$ cat config.mk
export PLATFORM = sky130hd
export DESIGN_NAME = hzd_stall_unit
export DESIGN_NICKNAME = d
export VERILOG_FILES = /design/src/rtl/hzd_pkg.sv /design/src/rtl/hzd_match.sv /design/src/rtl/hzd_data_detect.sv /design/src/rtl/hzd_branch_track.sv /design/src/rtl/hzd_stall_unit.sv
export SDC_FILE = /design/constraint.sdc
export NUM_CORES = 1
export LEC_CHECK = 0
export ABC_CLOCK_PERIOD_IN_PS = 6200
export CAP_MARGIN = 25
export CORE_AREA = 3 3 40 42
export DETAILED_ROUTE_END_ITERATION = 8
export DIE_AREA = 0 0 43 45
export GPL_ROUTABILITY_DRIVEN = 0
export PLACE_DENSITY = 0.71
export SYNTH_ARGS = -nofsm -noshare
export SYNTH_HDL_FRONTEND = slang
export SYNTH_HIERARCHICAL = 1
export SYNTH_SLANG_ARGS = --single-unit
$ cat constraint.sdc
create_clock -name clk -period 6.2 [get_ports clk]
set_input_delay 1.55 -clock clk [delete_from_list [all_inputs] [get_ports clk]]
set_output_delay 1.55 -clock clk [all_outputs]
set_load 0.02 [all_outputs]
$ cat src/rtl/hzd_pkg.sv
`timescale 1ns/1ps
package hzd_pkg;

  // Number of decode-stage source operands and of producer stages that can
  // still hold an unwritten result (execute and memory).
  localparam int NUM_SRC  = 2;
  localparam int NUM_PROD = 2;

  typedef enum int {
    SRC_A = 0,
    SRC_B = 1
  } src_port_e;

  typedef enum int {
    PROD_EX  = 0,
    PROD_MEM = 1
  } prod_stage_e;

endpackage

$ cat src/rtl/hzd_match.sv
`timescale 1ns/1ps
// One source/producer comparison: a hit means the source would read a value
// that the producer has not yet written into the register file.
module hzd_match #(
  parameter int REG_W = 5
) (
  input  logic [REG_W-1:0] src_idx,
  input  logic             src_en,
  input  logic [REG_W-1:0] dst_idx,
  input  logic             dst_wen,
  output logic             hit
);

  logic dst_live;

  always_comb begin
    dst_live = dst_wen && (dst_idx != '0);
    hit      = src_en && dst_live && (src_idx == dst_idx);
  end

endmodule

$ cat src/rtl/hzd_data_detect.sv
`timescale 1ns/1ps
// Grid of comparators: every source against every producer stage.
module hzd_data_detect #(
  parameter int REG_W = 5,
  parameter int NSRC  = 2,
  parameter int NPROD = 2
) (
  input  logic [NSRC-1:0][REG_W-1:0]  src_idx,
  input  logic [NSRC-1:0]             src_en,
  input  logic [NPROD-1:0][REG_W-1:0] dst_idx,
  input  logic [NPROD-1:0]            dst_wen,
  output logic                        stall
);

  localparam int NPAIR = NSRC * NPROD;

  logic [NPAIR-1:0] hit;

  genvar s, p;
  generate
    for (s = 0; s < NSRC; s++) begin : g_src
      for (p = 0; p < NPROD; p++) begin : g_prod
        hzd_match #(
          .REG_W (REG_W)
        ) u_match (
          .src_idx (src_idx[s]),
          .src_en  (src_en[s]),
          .dst_idx (dst_idx[p]),
          .dst_wen (dst_wen[p]),
          .hit     (hit[s*NPROD + p])
        );
      end
    end
  endgenerate

  always_comb stall = |hit;

endmodule

$ cat src/rtl/hzd_branch_track.sv
`timescale 1ns/1ps
// Tracks the branch shadow: the cycle a branch is in decode and the cycle it
// spends in execute, during which fetch must not deliver a real instruction.
module hzd_branch_track (
  input  logic clk,
  input  logic rst,
  input  logic id_branch,
  input  logic data_stall,
  output logic fetch_hold,
  output logic decode_flush
);

  logic br_in_ex;
  logic br_pending;

  always_ff @(posedge clk) begin
    if (rst) begin
      br_in_ex <= 1'b0;
    end else begin
      // The branch advances into execute only on a cycle without a data stall.
      br_in_ex <= id_branch && !data_stall;
    end
  end

  always_comb begin
    br_pending   = id_branch || br_in_ex;
    decode_flush = br_pending && !data_stall;
    fetch_hold   = br_pending || data_stall;
  end

endmodule

$ cat src/rtl/hzd_stall_unit.sv
`timescale 1ns/1ps
module hzd_stall_unit
  import hzd_pkg::*;
#(
  parameter int REG_W = 5
) (
  input  logic             clk,
  input  logic             rst,
  input  logic [REG_W-1:0] src_a_idx,
  input  logic             src_a_en,
  input  logic [REG_W-1:0] src_b_idx,
  input  logic             src_b_en,
  input  logic             id_branch,
  input  logic [REG_W-1:0] ex_dst_idx,
  input  logic             ex_dst_wen,
  input  logic [REG_W-1:0] mem_dst_idx,
  input  logic             mem_dst_wen,
  output logic             fetch_hold,
  output logic             decode_hold,
  output logic             decode_flush,
  output logic             issue_bubble
);

  logic [NUM_SRC-1:0][REG_W-1:0]  src_idx;
  logic [NUM_SRC-1:0]             src_en;
  logic [NUM_PROD-1:0][REG_W-1:0] dst_idx;
  logic [NUM_PROD-1:0]            dst_wen;
  logic                           data_stall;
  logic                           br_fetch_hold;
  logic                           br_flush;

  always_comb begin
    src_idx[SRC_A]   = src_a_idx;
    src_idx[SRC_B]   = src_b_idx;
    src_en[SRC_A]    = src_a_en;
    src_en[SRC_B]    = src_b_en;
    dst_idx[PROD_EX] = ex_dst_idx;
    dst_idx[PROD_MEM]= mem_dst_idx;
    dst_wen[PROD_EX] = ex_dst_wen;
    dst_wen[PROD_MEM]= mem_dst_wen;
  end

  hzd_data_detect #(
    .REG_W (REG_W),
    .NSRC  (NUM_SRC),
    .NPROD (NUM_PROD)
  ) u_detect (
    .src_idx (src_idx),
    .src_en  (src_en),
    .dst_idx (dst_idx),
    .dst_wen (dst_wen),
    .stall   (data_stall)
  );

  hzd_branch_track u_branch (
    .clk          (clk),
    .rst          (rst),
    .id_branch    (id_branch),
    .data_stall   (data_stall),
    .fetch_hold   (br_fetch_hold),
    .decode_flush (br_flush)
  );

  always_comb begin
    decode_hold  = data_stall;
    issue_bubble = data_stall;
    fetch_hold   = br_fetch_hold;
    decode_flush = br_flush;
  end

endmodule

==> results of run 1 <==
-- report_power, final --
part	internal (W)	switching, W
logic	0.0000277	0.0000170
clock network	0	0
registers	0.00000698	0.000000183
-- layer usage --
| metal | global-route usage | up-vias | share of wire |
|---|---|---|---|
| met5 | 0 | - | 0 |
| li1 | - | 229 | - |
| met2 | 0.243 | 23 | 0.50 |
| met1 | 0.138 | 187 | 0.40 |
| met3 | 0.0159 | 0 | 0.096 |
| met4 | 0 | 0 | 0 |
-- layout make-up --
cell class	count	area (µm²)	share of cell area
multi-input combinational	40	327	0.480
tap	15	18.8	0.0276
inverter	4	15.0	0.0221
sequential	1	20.0	0.0294
timing repair buffer	30	300	0.441
-- Yosys cell counts --
cell,number
buf_4,1
dfxtp_1,1
inv_1,4
nand3_1,4
nor3b_2,5
nor4_1,4
o2111ai_1,4
o21ai_0,4
o21ba_2,1
or3_1,1
or4_1,1
xnor2_1,16
-- logic make-up (layout without fill, tap and decap cells) --
group | count (synthesis) | after routing | share of synthesized area
simple gates | 15 | 15 | 0.329
flops | 1 | 1 | 0.0542
buf+inv | 5 | 34 | 0.0610
xor+xnor | 16 | 16 | 0.380
compound gates | 9 | 9 | 0.176
-- through the flow --
stage	setup slack, ns	total power (W)
floorplan	1.46	0.0000254
global placement	0.494	0.0000514
detailed placement	0.413	0.0000520
CTS	0.419	0.0000521
global route	0.320	0.0000553
finish	0.406	0.0000518
-- worst paths after layout --
| check | startpoint | endpoint | slack (ns) | depth (start not counted) |
|---|---|---|---|---|
| max | mem_dst_idx[1] | fetch_hold | 0.41 | 7 |
| min | rst | u_branch/br_in_ex$_SDFF_PP0_ | 2.12 | 2 |
==> impl_metrics.tcl, run 1 <==
set metrics [dict create \
    drtAntennaViolNets 0 \
    drt-pass1-iter-count 4 \
    ys_warn_count 6 \
    finalSetupViolations 0 \
    stdcell_area_um2 681 \
    die_w_um 43 \
    slew_viol_final 0 \
    wl_um 1130 \
    path_common_cell "clkdlybuf4s50_1" \
    drv_cap 0 \
    start_util 0.287 \
    critical-path-top-delay-family "simple AND/OR/NAND/NOR gates" \
    grt_pass1_wl_um 1860 \
    grt_setup_unrepaired "false" \
    fin_crit_sh 0.934 \
    vias 439 \
    drive_gt1_frac 0.0800 \
    synth.net_count 73 \
    syn_area_per_cell_um2 8.02 \
    fin_nets 104 \
    synth.top_cell.area_share 0.380 \
    placed_cells 90 \
    cp-end-kind "output pin" \
    regMostFlops "u_branch/br_in_ex" \
    ys_types 12 \
    wl_per_cell_um 12.6 \
    ctsHoldBuffers 0 \
    startpoint_type "input port" \
    fmax_ghz 0.173 \
    synth_area_leaders "xnor2_1 38%, nor3b_2 17%, o2111ai_1 9.5%" \
    ys_seq_elements 1 \
    cellPowerDensity_nw_per_um2 76.2 \
    grt_util_all_layers 0.119 \
    grt_max_degree 6 \
    ios 31 \
    period_needed_ns 5.79 \
    cp.arrival_ns 4.24 \
    hold_path_class "input port to flip-flop" \
    hold_violations 0 \
    core_um2 1280 \
    row_count 13 \
    post_cts_resized 0 \
    worst-path-max-fanout 5 \
    fin_util 0.530 \
    mostFrequentLayoutCell "clkdlybuf4s50_1" \
    irDropWorstVdd_uv 35.0 \
    slew_headroom 0.781 \
    status "finished, final reports clean" \
    crit_path_max_incr_delay_ns 0.62 \
    grt-ovfl-total 0 \
    crit_required_ns 4.65 \
    dpl.hpwl_um 1030 \
    hold_ws_ns 2.12 \
    io_buffers 30 \
    dieHeight_um 45 \
    syn_area_um2 369 \
    fin_cells 90 \
    die_area_um2 1940 \
    path_clk_slew_ns 0 \
    cpMaxStageDelayCell "or4_1" \
    path_cells "clkdlybuf4s50_1 > nor4_1 > o21ai_0 > nor3b_2 > or4_1 > or3_1 > clkdlybuf4s50_1" \
    final.setup.tns_ns 0 \
    top_regs "u_branch/br_in_ex: 1 flops" \
    antenna_found_initial 0 \
    crit_buf_inv 2 \
    synth-seq-area-share 0.0542 \
    largest_reg_flops 1 \
    fillCellCount 138 \
    syn2layout_area_growth_pct 84.4 \
    tightest_slew_ns 0.326 \
    placed_area_um2 681 \
    n_antenna_cell 0 \
    drcViolationCount 0 \
    syn_inst 46 \
    synth_top_cell_by_area "xnor2_1" \
    mostFrequentLayoutCells "30 x clkdlybuf4s50_1, 16 x xnor2_1, 5 x nor3b_2" \
    criticalPathCategory "input port to output pin" \
    p_leak_nw 0.218 \
    postCtsSetupBuffers 0 \
    avgViaCountPerCell 4.88 \
    dr.first_iter.drc_count 3 \
    grt_pass1_vias 440 \
]
Note: power is estimated with default switching activity, not from simulation.
==> inputs of run 2 (changes only) <==
--- a/config.mk
+++ b/config.mk
@@ -12,6 +12,7 @@
 export DIE_AREA = 0 0 43 45
 export GPL_ROUTABILITY_DRIVEN = 0
 export PLACE_DENSITY = 0.71
+export SLEW_MARGIN = 5
 export SYNTH_ARGS = -nofsm -noshare
 export SYNTH_HDL_FRONTEND = slang
 export SYNTH_HIERARCHICAL = 1
==> results of run 2 <==
Same layout as run 1: the final DEF is identical, and so are final timing and power.
==> inputs of run 3 (changes only) <==
--- a/config.mk
+++ b/config.mk
@@ -11,6 +11,7 @@
 export DETAILED_ROUTE_END_ITERATION = 8
 export DIE_AREA = 0 0 43 45
 export GPL_ROUTABILITY_DRIVEN = 0
+export HOLD_SLACK_MARGIN = 0.06
 export PLACE_DENSITY = 0.71
 export SLEW_MARGIN = 5
 export SYNTH_ARGS = -nofsm -noshare
==> results of run 3 <==
Same layout as run 1: the final DEF is identical, and so are final timing and power.
